==> config.mk <==
export PLATFORM = sky130hd
export DESIGN_NAME = mclk_switch
export DESIGN_NICKNAME = d
export VERILOG_FILES = /design/src/rtl/mclk_pkg.sv /design/src/rtl/mclk_src_sel.sv /design/src/rtl/mclk_prescaler.sv /design/src/rtl/mclk_cfg_ctrl.sv /design/src/rtl/mclk_switch.sv
export SDC_FILE = /design/constraint.sdc
export NUM_CORES = 1
export LEC_CHECK = 0
export CAP_MARGIN = 40
export CORE_UTILIZATION = 35
export CTS_CLUSTER_DIAMETER = 150
export DETAILED_ROUTE_END_ITERATION = 8
export DONT_BUFFER_PORTS = 1
export HOLD_SLACK_MARGIN = 0.1
export MAX_ROUTING_LAYER = met4
export PLACE_DENSITY_LB_ADDON = 0.3
export SLEW_MARGIN = 20
export SYNTH_ARGS = -nofsm -noshare
export SYNTH_HDL_FRONTEND = slang
export SYNTH_SLANG_ARGS = --single-unit
==> constraint.sdc <==
create_clock -name clk -period 2.8 [get_ports clk]
set_input_delay 0.14 -clock clk [delete_from_list [all_inputs] [get_ports clk]]
set_output_delay 0.14 -clock clk [all_outputs]
set_load 0.05 [all_outputs]
==> src/rtl/mclk_pkg.sv <==
package mclk_pkg;

  localparam int SRC_W  = 2;
  localparam int PRES_W = 3;

  typedef enum logic [SRC_W-1:0] {
    SRC_SLOW = 2'd0,
    SRC_MAIN = 2'd1,
    SRC_PLLA = 2'd2,
    SRC_PLLB = 2'd3
  } src_e;

  typedef struct packed {
    src_e              src;
    logic [PRES_W-1:0] pres;
  } mclk_cfg_t;

  localparam mclk_cfg_t CFG_RESET = '{src: SRC_SLOW, pres: '0};

endpackage

==> src/rtl/mclk_src_sel.sv <==
module mclk_src_sel
  import mclk_pkg::*;
#(
  parameter int N_PLL = 2
) (
  input  logic             clk,
  input  logic             rst_n,
  input  src_e             req_src,
  input  logic [3:0]       src_en,
  input  logic [N_PLL-1:0] pll_lock,
  output src_e             eff_src,
  output logic             sel_en,
  output logic             fallback
);

  localparam int PLL_BASE = 2;

  logic [N_PLL-1:0] pll_lost;

  generate
    for (genvar i = 0; i < N_PLL; i++) begin : g_pll
      localparam logic [SRC_W-1:0] PLL_CODE = SRC_W'(PLL_BASE + i);
      assign pll_lost[i] = (logic'(req_src == src_e'(PLL_CODE))) && !pll_lock[i];
    end
  endgenerate

  assign fallback = |pll_lost;
  assign eff_src  = fallback ? SRC_SLOW : req_src;
  assign sel_en   = src_en[eff_src];


  fallback_slow_chk: assert property (@(posedge clk) disable iff (!rst_n)
    fallback |-> (sel_en == src_en[0]));


  locked_pass_chk: assert property (@(posedge clk) disable iff (!rst_n)
    !fallback |-> (sel_en == src_en[req_src]));

endmodule

==> src/rtl/mclk_prescaler.sv <==
module mclk_prescaler
  import mclk_pkg::*;
#(
  parameter int MAX_LOG2 = 6
) (
  input  logic              clk,
  input  logic              rst_n,
  input  logic [PRES_W-1:0] pres,
  input  logic              tick_in,
  input  logic              restart,
  output logic              tick_out,
  output logic              cnt_zero
);

  localparam int CW = MAX_LOG2;

  logic [PRES_W-1:0] pres_eff;
  logic [CW:0]       span;
  logic [CW-1:0]     last;
  logic [CW-1:0]     cnt_q;

  assign pres_eff = (int'(pres) > MAX_LOG2) ? PRES_W'(MAX_LOG2) : pres;
  assign span     = (CW+1)'(1) << pres_eff;
  assign last     = CW'(span - (CW+1)'(1));
  assign tick_out = tick_in && (cnt_q == last);
  assign cnt_zero = (cnt_q == '0);

  always_ff @(posedge clk or negedge rst_n) begin
    if (!rst_n)              cnt_q <= '0;
    else if (restart)        cnt_q <= '0;
    else if (tick_in) begin
      if (cnt_q == last)     cnt_q <= '0;
      else                   cnt_q <= cnt_q + CW'(1);
    end
  end


  out_needs_src_chk: assert property (@(posedge clk) disable iff (!rst_n)
    tick_out |-> tick_in);


  cnt_in_range_chk: assert property (@(posedge clk) disable iff (!rst_n)
    cnt_q <= last);


  restart_zero_chk: assert property (@(posedge clk) disable iff (!rst_n)
    restart |=> cnt_zero);

endmodule

==> src/rtl/mclk_cfg_ctrl.sv <==
module mclk_cfg_ctrl
  import mclk_pkg::*;
#(
  parameter int CFG_W      = 8,
  parameter int PRES_LSB   = 4,
  parameter int SETTLE_CYC = 2
) (
  input  logic             clk,
  input  logic             rst_n,
  input  logic             cfg_we,
  input  logic [CFG_W-1:0] cfg_data,
  input  logic             cnt_zero,
  input  logic             fallback,
  output mclk_cfg_t        cur_cfg,
  output logic             restart,
  output logic             ready
);

  localparam int ST_W = $clog2(SETTLE_CYC + 1);
  localparam logic [ST_W-1:0] ST_FULL = ST_W'(SETTLE_CYC);
  localparam logic [ST_W-1:0] ST_REL  = ST_W'(SETTLE_CYC - 1);

  mclk_cfg_t       cur_q, pend_q, wr_cfg, target;
  logic            pend_vld_q;
  logic            fb_q;
  logic [ST_W-1:0] settle_q;
  logic            wr_change;
  logic            apply;
  logic            unused_cfg_bits;

  assign wr_cfg.src  = src_e'(cfg_data[SRC_W-1:0]);
  assign wr_cfg.pres = cfg_data[PRES_LSB +: PRES_W];
  assign unused_cfg_bits = ^{cfg_data[PRES_LSB-1:SRC_W], cfg_data[CFG_W-1:PRES_LSB+PRES_W]};

  assign target    = pend_vld_q ? pend_q : cur_q;
  assign wr_change = cfg_we && (wr_cfg != target);
  assign apply     = pend_vld_q && cnt_zero;
  assign restart   = apply || (fallback != fb_q);

  always_ff @(posedge clk or negedge rst_n) begin
    if (!rst_n) begin
      cur_q      <= CFG_RESET;
      pend_q     <= CFG_RESET;
      pend_vld_q <= 1'b0;
    end else begin
      if (apply) cur_q <= pend_q;
      if (wr_change) begin
        pend_q     <= wr_cfg;
        pend_vld_q <= 1'b1;
      end else if (apply) begin
        pend_vld_q <= 1'b0;
      end
    end
  end

  always_ff @(posedge clk or negedge rst_n) begin
    if (!rst_n) begin
      settle_q <= '0;
      fb_q     <= 1'b0;
    end else begin
      fb_q <= fallback;
      if (apply)                  settle_q <= ST_FULL;
      else if (fb_q && !fallback) settle_q <= ST_REL;
      else if (settle_q != '0)    settle_q <= settle_q - ST_W'(1);
    end
  end

  assign cur_cfg = cur_q;
  assign ready   = !pend_vld_q && (settle_q == '0) && !fallback && !fb_q;


  write_drops_ready_chk: assert property (@(posedge clk) disable iff (!rst_n)
    wr_change |=> !ready);


  ready_no_pending_chk: assert property (@(posedge clk) disable iff (!rst_n)
    ready |-> !pend_vld_q);


  settle_first_chk: assert property (@(posedge clk) disable iff (!rst_n)
    apply |=> !ready);


  settle_second_chk: assert property (@(posedge clk) disable iff (!rst_n)
    apply |-> ##2 !ready);


  relock_wait_chk: assert property (@(posedge clk) disable iff (!rst_n)
    $fell(fallback) |-> !ready);

endmodule

==> src/rtl/mclk_switch.sv <==
module mclk_switch
  import mclk_pkg::*;
#(
  parameter int CFG_W      = 8,
  parameter int PRES_LSB   = 4,
  parameter int MAX_LOG2   = 6,
  parameter int SETTLE_CYC = 2
) (
  input  logic             clk,
  input  logic             rst_n,
  input  logic             cfg_we,
  input  logic [CFG_W-1:0] cfg_data,
  input  logic             slow_en,
  input  logic             main_en,
  input  logic             plla_en,
  input  logic             pllb_en,
  input  logic             plla_lock,
  input  logic             pllb_lock,
  output logic             mck_en,
  output logic             mck_ready,
  output logic [1:0]       act_src,
  output logic [2:0]       act_pres
);

  mclk_cfg_t cur_cfg;
  src_e      eff_src;
  logic      sel_en, fallback, restart, cnt_zero;

  mclk_cfg_ctrl #(
    .CFG_W(CFG_W), .PRES_LSB(PRES_LSB), .SETTLE_CYC(SETTLE_CYC)
  ) u_ctrl (
    .clk(clk), .rst_n(rst_n), .cfg_we(cfg_we), .cfg_data(cfg_data),
    .cnt_zero(cnt_zero), .fallback(fallback), .cur_cfg(cur_cfg),
    .restart(restart), .ready(mck_ready)
  );

  mclk_src_sel #(.N_PLL(2)) u_sel (
    .clk(clk), .rst_n(rst_n), .req_src(cur_cfg.src),
    .src_en({pllb_en, plla_en, main_en, slow_en}),
    .pll_lock({pllb_lock, plla_lock}),
    .eff_src(eff_src), .sel_en(sel_en), .fallback(fallback)
  );

  mclk_prescaler #(.MAX_LOG2(MAX_LOG2)) u_div (
    .clk(clk), .rst_n(rst_n), .pres(cur_cfg.pres), .tick_in(sel_en),
    .restart(restart), .tick_out(mck_en), .cnt_zero(cnt_zero)
  );

  assign act_src  = eff_src;
  assign act_pres = cur_cfg.pres;


  switch_at_boundary_chk: assert property (@(posedge clk) disable iff (!rst_n)
    !$stable(act_pres) |-> $past(cnt_zero));


  fallback_not_ready_chk: assert property (@(posedge clk) disable iff (!rst_n)
    fallback |-> (!mck_ready && act_src == 2'd0));

endmodule

==> run metrics, run 1 <==
status finished, final reports clean; area of the multi-input gates 709 um^2; final wirelength 2640 um; diode count 0; vias per cell 5.28; Final nets 166; post-route ant nets 0; Inst Count DP 178; biggest area consumer among synthesized cells dfrtp_1; first-pass GRT wire length 4890 um; Post-synth EDFFs 0; Avg WL per Cell 13.9 um; Critical Path RT 2.66 ns; RSZ-0062 raised after global routing false; DRC Markers 0; die area 0.00394 mm^2; worst-case clock buffer depth 2; ys flop type dfrtp_1; FF+latch count, synth 20; Post-Place Worst Slack 0.574 ns; Commonest cells post-synth 20 x dfrtp_1, 13 x nand2_1, 11 x nor2_1; hold buffer count at CTS 7; CP Data Arrival Time 2.36 ns; hold slack 0.163 ns; DRT iter0 DRCs 87; Detailed Place HPWL 1860 um; R2R Setup Slk 0.62 ns; Fin. Hold Viols 0; area grow syn2layout 12.3%; PostCTS Resize Cnt 0; crit share post-route 89.3%; Syn Nets 161; count of cell types in the netlist 38; Syn Inst Count 140; routability cong. 0.770; HP Class in -> async; total gr overflow 0; via count 1004; largest net degree at the start of global routing 21; post-synth top area share 38.7%; max-cap violations 0; io pins 24; setup TNS 0 ns; Clock Latency Late Sink 0.27 ns; Power Total 1.18 mW; vias in the first global route 1041; Initial Util 37.6%; leading post-synthesis cells by cell area dfrtp_1 39%, mux2_2 8.7%, ha_1 3.9%, mux2i_1 3.9%, nand2_1 3.8%; chip width 62.8 um; Max IR drop VDD 415 uV; Seq/Total Area, Yosys 38.7%; Max FO, Critical Path 13; CTS H-tree lvls 1; fillers 327; Final Critical Period 2.50 ns; Layout Cells excl Fill 190; startpoint types flip-flop; row count 21; post-synthesis instance area 0.00129 mm^2; Inserted Clock Buffers 3; clock-pin slew on the worst setup and hold paths 0.08 ns; GRT Overall Usage 15.9%; core area 0.00344 mm^2; # setup viols final 0; CTS tree done; Leakage 0.677 nW; relative slew slack 47.1%; Max Transition Viols Final 0; clock sinks 20; drt first pass iters 4; CP Capture Type primary output; Slew @ Worst Pin 0.794 ns; Reg area 500 um^2; crit path kind reg -> out; IO buf count 0; worst-case clock skew 0.00778 ns; initial antenna violation count 0; Max Clock Freq 400 MHz; Cell Pwr Density 812 mW/mm^2; syn avg cell area 9.24 um^2; async set-or-reset flop fraction in the synthesized netlist 100%; postcts setup bufs 0; Die Y 62.8 um; most common cell in the netlist dfrtp_1; setup ws final 0.301 ns; Synth Warn # 0; share of cells above drive strength 1 14.6%; root buffer cell clkbuf_8
layout make-up:
type                       instances  share of cell area [%]
multi-input combinational        102                    48.8
tap                               46                    3.96
timing repair buffer              11                    7.15
sequential                        20                    34.5
clock buffer                       4                    3.79
inverter                           7                    1.81
through the flow:
| stage | instance area [um^2] | util, % |
|---|---|---|
| floorplan | 1290 | - |
| global placement | 1320 | 38.2 |
| detailed placement | 1320 | 38.2 |
| CTS | 1440 | 41.9 |
| global route | 1450 | 42.2 |
| finish | 1450 | 42.2 |
where the power goes:
| part | leakage, nW | switching [mW] | internal, mW | total, mW |
|---|---|---|---|---|
| Combinational | 0.406 | 0.223 | 0.201 | 0.425 |
| Sequential | 0.243 | 0.157 | 0.368 | 0.525 |
| Clock | 0.0288 | 0.105 | 0.125 | 0.230 |
| Total | 0.677 | 0.485 | 0.694 | 1.18 |
state kept, by name, indices dropped and copies added, names as in the netlist:
register	cells
u_ctrl.fb_q	1
u_div.cnt_q	6
u_ctrl.cur_cfg	5
u_ctrl.pend_vld_q	1
u_ctrl.settle_q	2
u_ctrl.pend_q	5
worst max-delay path, cell delays in order (launching register included):
cell and delay [ns]:
dfrtp_1 0.68, and3b_1 0.34, o32a_1 0.32, nor3_1 0.17, o211ai_2 0.22, nor2_1 0.16
buf_4 0.21
routing by layer:
| metal | track usage, % | wire length [um] | vias up |
|---|---|---|---|
| met3 | 3.47 | 102 | 2 |
| met1 | 21.4 | 1320 | 475 |
| met5 | - | 0 | - |
| met2 | 24.7 | 1210 | 25 |
| li1 | - | - | 502 |
| met4 | 2.62 | 6 | 0 |
path summary, 6_finish.rpt:
path                       cells after the start               from                end
min reg2reg                                    1   u_ctrl.pend_q[0]  u_ctrl.cur_cfg[0]
max                                            6  u_ctrl.cur_cfg[1]             mck_en
min                                            1              rst_n     u_div.cnt_q[4]
max reg2reg                                    5  u_ctrl.cur_cfg[0]   u_ctrl.pend_q[0]
min in group clk                               3          pllb_lock        u_ctrl.fb_q
max in group asynchronous                      2              rst_n   u_ctrl.pend_q[0]
cells by family (layout without fill, tap and decap cells):
logic type	after synthesis	in the layout	share of synthesized area, %
AND/OR/NAND/NOR	53	53	20.5
AO/OA/AOI/OAI	24	24	13.3
flip-flops	20	20	38.7
buffers and inverters	18	22	6.96
multiplexers	15	15	12.6
XOR/XNOR	6	6	4.06
adder cells (fa/ha/maj)	4	4	3.87
placed cells by master, fill, tap and decap left out, types with 2 or more instances in the layout:
cell           synthesis  routed
nor3_1                 6       6
nand4_1                2       2
inv_1                  7       7
o21ai_0                6       6
dlygate4sd3_1          0       7
dfrtp_1               20      20
mux2_2                10      10
xnor2_1                3       3
a31oi_1                2       2
clkbuf_8               0       4
a21oi_1                4       4
buf_4                  3       3
xor2_1                 3       3
nor2_1                11      11
ha_1                   4       4
nand3_1                9       9
nand2_1               13      13
and2_1                 3       3
mux2i_1                5       5
o22ai_1                4       4
or4_1                  2       2
Note: power is estimated with default switching activity, not from simulation.
==> run 2, diff against run 1 <==
==> constraint.sdc (replaced) <==
create_clock -name clk -period 2.8 [get_ports clk]
set_input_delay 0.42 -clock clk [delete_from_list [all_inputs] [get_ports clk]]
set_output_delay 0.42 -clock clk [all_outputs]
set_load 0.05 [all_outputs]
==> run metrics, run 2 (synthesized netlist as in run 1, its figures left out) <==
share of cells above drive strength 1 17.0% (was 14.6%); CP Capture Type primary output (unchanged); Final nets 163 (was 166); Final Core Density 41.6% (was 42.2%); clock-pin slew on the worst setup and hold paths 0.08 ns (about the same); DRC Markers 0 (unchanged); crit share post-route 89.6% (was 89.3%); die area 0.00394 mm^2 (unchanged); DRT iter0 DRCs 15 (was 87); worst hold endpoint u_ctrl.pend_q[2]; crit path kind reg -> out (unchanged); Slowest-stage cell, CP dfrtp_1 (unchanged); HP Class in -> reg (was in -> async); clock sinks 20 (unchanged); total gr overflow 0 (unchanged); relative slew slack 63.9% (was 47.1%); Cell Pwr Density 872 mW/mm^2 (was 812 mW/mm^2); hold_sp cfg_data[6]; CP Data Arrival Time 2.09 ns (was 2.36 ns); Worst R2R Start u_ctrl.pend_vld_q (was u_ctrl.cur_cfg[0]); worst-case clock buffer depth 2 (unchanged); via count 1022 (was 1004); CTS H-tree lvls 1 (unchanged); worst path cell trace and3b_1 > o32a_1 > nor3_1 > o211ai_2 > nor2_1 > buf_4 (unchanged); hold depth 1; Clock Latency Late Sink 0.26 ns (was 0.27 ns); Max Transition Viols Final 0 (unchanged); R2R cell count 5 (unchanged); commonest non-fill, non-tap cell in the layout dfrtp_1 (unchanged); r2r endpoint u_ctrl.pend_q[0] (unchanged); delay of the slowest critical-path stage 0.51 ns (was 0.68 ns); Fin. Hold Viols 0 (unchanged); Max FO, Critical Path 13 (unchanged); CTS tree done (unchanged); largest net degree at the start of global routing 21 (unchanged); CP bufs+invs 1 (unchanged); worst-case clock skew 0.00137 ns (was 0.00778 ns); RSZ-0062 raised after global routing false (unchanged); row count 21 (unchanged); status finished, final reports clean (unchanged); diode count 0 (unchanged); most frequent cells in the layout 20 x dfrtp_1, 13 x nand2_1, 11 x nor2_1, 10 x mux2_2, 9 x nand3_1 (unchanged); setup TNS 0 ns (unchanged); post-route ant nets 0 (unchanged); io pins 24 (unchanged); vias per cell 5.47 (was 5.28); chip width 62.8 um (unchanged); first-pass GRT wire length 4550 um (was 4890 um); root buffer cell clkbuf_8 (unchanged); Detailed Place HPWL 1890 um (was 1860 um); routability cong. 0.888 (was 0.770); Max Clock Freq 399 MHz (was 400 MHz); Slew @ Worst Pin 0.539 ns (was 0.794 ns); vias in the first global route 1022 (was 1041); core area 0.00344 mm^2 (unchanged); # setup viols final 0 (unchanged); max FFs per register 6 (unchanged); Avg WL per Cell 13.8 um (was 13.9 um); R2R Setup Slk 0.70 ns (was 0.62 ns); final wirelength 2580 um (was 2640 um); Initial Util 37.6% (unchanged); Leakage 0.676 nW (was 0.677 nW); max-cap violations 0 (unchanged); Die Y 62.8 um (unchanged); IO buf count 0 (unchanged); PostCTS Resize Cnt 0 (unchanged); Final Critical Period 2.51 ns (was 2.50 ns); Critical Path RT 2.38 ns (was 2.66 ns); Inserted Clock Buffers 3 (unchanged); Most flops, register u_div.cnt_q (unchanged); initial antenna violation count 0 (unchanged); area grow syn2layout 10.6% (was 12.3%); startpoint types flip-flop (unchanged); GRT Overall Usage 15.0% (was 15.9%); Crit path max-delay family simple AND/OR/NAND/NOR gates (was flip-flops); Max IR drop VDD 438 uV (was 415 uV); drt first pass iters 4 (unchanged)
[run 2: final cells by class]
type / count / area, um^2
clock buffers: 3 / 41.3
repair buffers: 8 / 66.3
fillers: 340 / 2010
flip-flops and latches: 20 / 500
well taps: 46 / 57.6
multi-input cells: 102 / 709
clock inverters: 1 / 30.0
inverters: 7 / 26.3
[run 2: worst max path at each step]
| stage | slack (ns) | from | to | cells after the start |
|---|---|---|---|---|
| after detailed placement | 0.58 | u_ctrl.cur_cfg[1] | mck_en | 6 |
| after CTS | 0.28 | u_ctrl.cur_cfg[1] | mck_en | 6 |
| after global routing | 0.16 | u_ctrl.cur_cfg[1] | mck_en | 6 |
| final | 0.29 | u_ctrl.cur_cfg[1] | mck_en | 6 |
| after global placement | 0.60 | u_ctrl.cur_cfg[1] | mck_en | 6 |
| after floorplan | 0.37 | u_ctrl.cur_cfg[1] | mck_en | 5 |
[run 2: worst register-to-register path: stages, from the launching register on]
cell	delay [ns]
dfrtp_1	0.60
mux2i_1	0.31
xor2_1	0.17
nand3_1	0.14
o31ai_4	0.41
mux2_2	0.38
[run 2: routing by layer]
layer	track usage, %	vias to the layer above	wire length [um]	share of wire [%]
met5	-	-	0	0
met4	4.94	0	36	1.4
met3	4.56	6	102	3.9
met2	26.2	25	1310	51
met1	16.0	486	1140	44
li1	-	505	-	-
[run 2: what timing repair did]
| action | CTS | global route |
|---|---|---|
| setup buffers | 0 | 0 |
| hold buffers | 1 | 0 |
| hold endpoints to repair | 20 | 0 |
[run 2: through the flow]
stage	power [mW]	area [um^2]	worst slack [ns]	hold slack, ns	std cells
finish	1.25	1430	0.292	0.300	187
global route	1.34	1430	0.163	0.289	187
CTS	1.25	1420	0.278	0.296	186
detailed placement	0.948	1340	0.581	0.125	181
global placement	0.925	1340	0.598	0.125	181
floorplan	0.876	1300	0.372	0.124	140
[run 2: power by group]
part | internal [mW] | switching [mW] | total [mW]
combinational | 0.206 | 0.259 | 0.464
clock | 0.191 | 0.103 | 0.294
sequential | 0.369 | 0.122 | 0.490
==> run 3, diff against run 2 <==
--- a/config.mk
+++ b/config.mk
@@ -6,6 +6,7 @@
 export NUM_CORES = 1
 export LEC_CHECK = 0
 export CAP_MARGIN = 40
+export CORE_MARGIN = 2
 export CORE_UTILIZATION = 35
 export CTS_CLUSTER_DIAMETER = 150
 export DETAILED_ROUTE_END_ITERATION = 8
==> run metrics, run 3 (synthesized netlist as in run 1, its figures left out) <==
relative slew slack 66.6% (was 63.9%); first-pass GRT wire length 4530 um (was 4550 um); delay of the slowest critical-path stage 0.50 ns (was 0.51 ns); Detailed Place HPWL 1960 um (was 1890 um); Fin. Hold Viols 0 (unchanged); IO buf count 0 (unchanged); Int Pwr 0.701 mW (was 0.765 mW); Critical Path RT 2.38 ns (about the same); Avg WL per Cell 13.8 um (about the same); drt first pass iters 4 (unchanged); vias per cell 5.37 (was 5.47); Max Transition Viols Final 0 (unchanged); initial antenna violation count 0 (unchanged); Initial Util 35.9% (was 37.6%); DRC Markers 0 (unchanged); RSZ-0062 raised after global routing false (unchanged); core area 0.00361 mm^2 (was 0.00344 mm^2); worst path cell trace and3b_1 > o32a_1 > nor3_1 > o211ai_2 > nor2_1 > buf_4 (unchanged); die area 0.00420 mm^2 (was 0.00394 mm^2); crit share post-route 90.0% (was 89.6%); Final Critical Period 2.52 ns (was 2.51 ns); Max Clock Freq 397 MHz (was 399 MHz); Max IR drop VDD 290 uV (was 438 uV); Layout Cells excl Fill 189 (was 187); Most flops, register u_div.cnt_q (unchanged); area grow syn2layout 9.96% (was 10.6%); Inst Count DP 183 (was 181); crit path kind reg -> out (unchanged); Final nets 163 (unchanged); worst hold endpoint u_ctrl.pend_q[1] (was u_ctrl.pend_q[2]); routability cong. 0.827 (was 0.888); hold depth 1 (unchanged); HP Class in -> reg (unchanged); clock-pin slew on the worst setup and hold paths 0.08 ns (about the same); io pins 24 (unchanged); row count 22 (was 21); CP Data Arrival Time 2.10 ns (was 2.09 ns); Clock Latency Late Sink 0.25 ns (was 0.26 ns); CTS tree done (unchanged); diode count 0 (unchanged); hold slack 0.309 ns (was 0.300 ns); vias in the first global route 1044 (was 1022); Max FO, Critical Path 9 (was 13); max-cap violations 0 (unchanged); R2R cell count 5 (unchanged); max FFs per register 6 (unchanged); Comb pwr share 40.0% (was 37.2%); # setup viols final 0 (unchanged); startpoint types flip-flop (unchanged); worst-case clock skew 0.00408 ns (was 0.00137 ns); Seq pwr share 41.2% (was 39.3%); Clock power frac 18.7% (was 23.5%); setup TNS 0 ns (unchanged); post-route ant nets 0 (unchanged); CTS H-tree lvls 1 (unchanged); status finished, final reports clean (unchanged); commonest non-fill, non-tap cell in the layout dfrtp_1 (unchanged); share of cells above drive strength 1 17.7% (was 17.0%); CP Capture Type primary output (unchanged); largest net degree at the start of global routing 21 (unchanged); r2r endpoint u_ctrl.pend_q[2] (was u_ctrl.pend_q[0]); total gr overflow 0 (unchanged); clock sinks 20 (unchanged); Inserted Clock Buffers 3 (unchanged); Die Y 64.8 um (was 62.8 um); Slew @ Worst Pin 0.500 ns (was 0.539 ns); R2R Setup Slk 0.75 ns (was 0.70 ns); root buffer cell clkbuf_8 (unchanged); Cell Pwr Density 827 mW/mm^2 (was 872 mW/mm^2); sw frac 40.4% (was 38.7%); P_sw 0.475 mW (was 0.483 mW); most frequent cells in the layout 19 x dfrtp_1, 13 x nand2_1, 11 x nor2_1, 10 x mux2_2, 9 x nand3_1 (was 20 x dfrtp_1, 13 x nand2_1, 11 x nor2_1, 10 x mux2_2, 9 x nand3_1); via count 1014 (was 1022); final wirelength 2600 um (was 2580 um); worst-case clock buffer depth 2 (unchanged); chip width 64.8 um (was 62.8 um); DRT iter0 DRCs 40 (was 15); GRT Overall Usage 13.9% (was 15.0%); Slowest-stage cell, CP dfrtp_1 (unchanged); CP bufs+invs 1 (unchanged); Crit path max-delay family simple AND/OR/NAND/NOR gates (unchanged); Worst R2R Start u_ctrl.pend_vld_q (unchanged); hold_sp cfg_data[5] (was cfg_data[6]); Power Total 1.18 mW (was 1.25 mW); Leakage 0.668 nW (was 0.676 nW)
run 3: layout make-up:
class | count | area (um^2)
clock buffer | 4 | 55.1
fill | 365 | 2180
inverter | 7 | 26.3
multi-input combinational | 102 | 709
sequential | 20 | 502
tap | 48 | 60.1
timing repair buffer | 8 | 70.1
run 3: power groups by stage:
stage / clock network [mW] / registers, mW / logic, mW
3_5_place_dp: 0 / 0.489 / 0.467
4_1_cts: 0.225 / 0.483 / 0.476
5_1_grt: 0.238 / 0.503 / 0.536
3_3_place_gp: 0 / 0.482 / 0.445
2_1_floorplan: 0 / 0.431 / 0.445
6_report: 0.220 / 0.485 / 0.471
run 3: worst max path at each step:
| stage | start | endpoint | depth (start not counted) |
|---|---|---|---|
| 6_report | u_div.cnt_q[2] | mck_en | 6 |
| 5_1_grt | u_ctrl.cur_cfg[1] | mck_en | 7 |
| 3_5_place_dp | u_ctrl.cur_cfg[1] | mck_en | 7 |
| 3_3_place_gp | u_ctrl.cur_cfg[1] | mck_en | 7 |
| 4_1_cts | u_ctrl.cur_cfg[1] | mck_en | 7 |
| 2_1_floorplan | u_ctrl.cur_cfg[1] | mck_en | 5 |
run 3: repair_timing:
action                                  4_1_cts  5_1_grt
hold buffers                                  1        0
setup buffers                                 0        0
endpoints found under the setup margin        0        1
hold endpoints to repair                     20        0
resized for setup                             0        1
run 3: through the flow:
step           util, %  setup WS, ns  instance area [um^2]
5_1_grt           39.5        0.0347                  1420
6_report          39.5         0.280                  1420
3_3_place_gp      37.2         0.610                  1340
4_1_cts           39.0         0.237                  1410
3_5_place_dp      37.2         0.536                  1340
2_1_floorplan        -         0.372                  1300
run 3: per-layer routing:
layer  vias up  share of wire (%)  global-route usage [%]
met2        23                 51                    25.1
met5         -                  0                       -
li1        493                  -                       -
met4         0               0.92                    2.93
met1       494                 44                    15.9
met3         4                4.1                    2.78
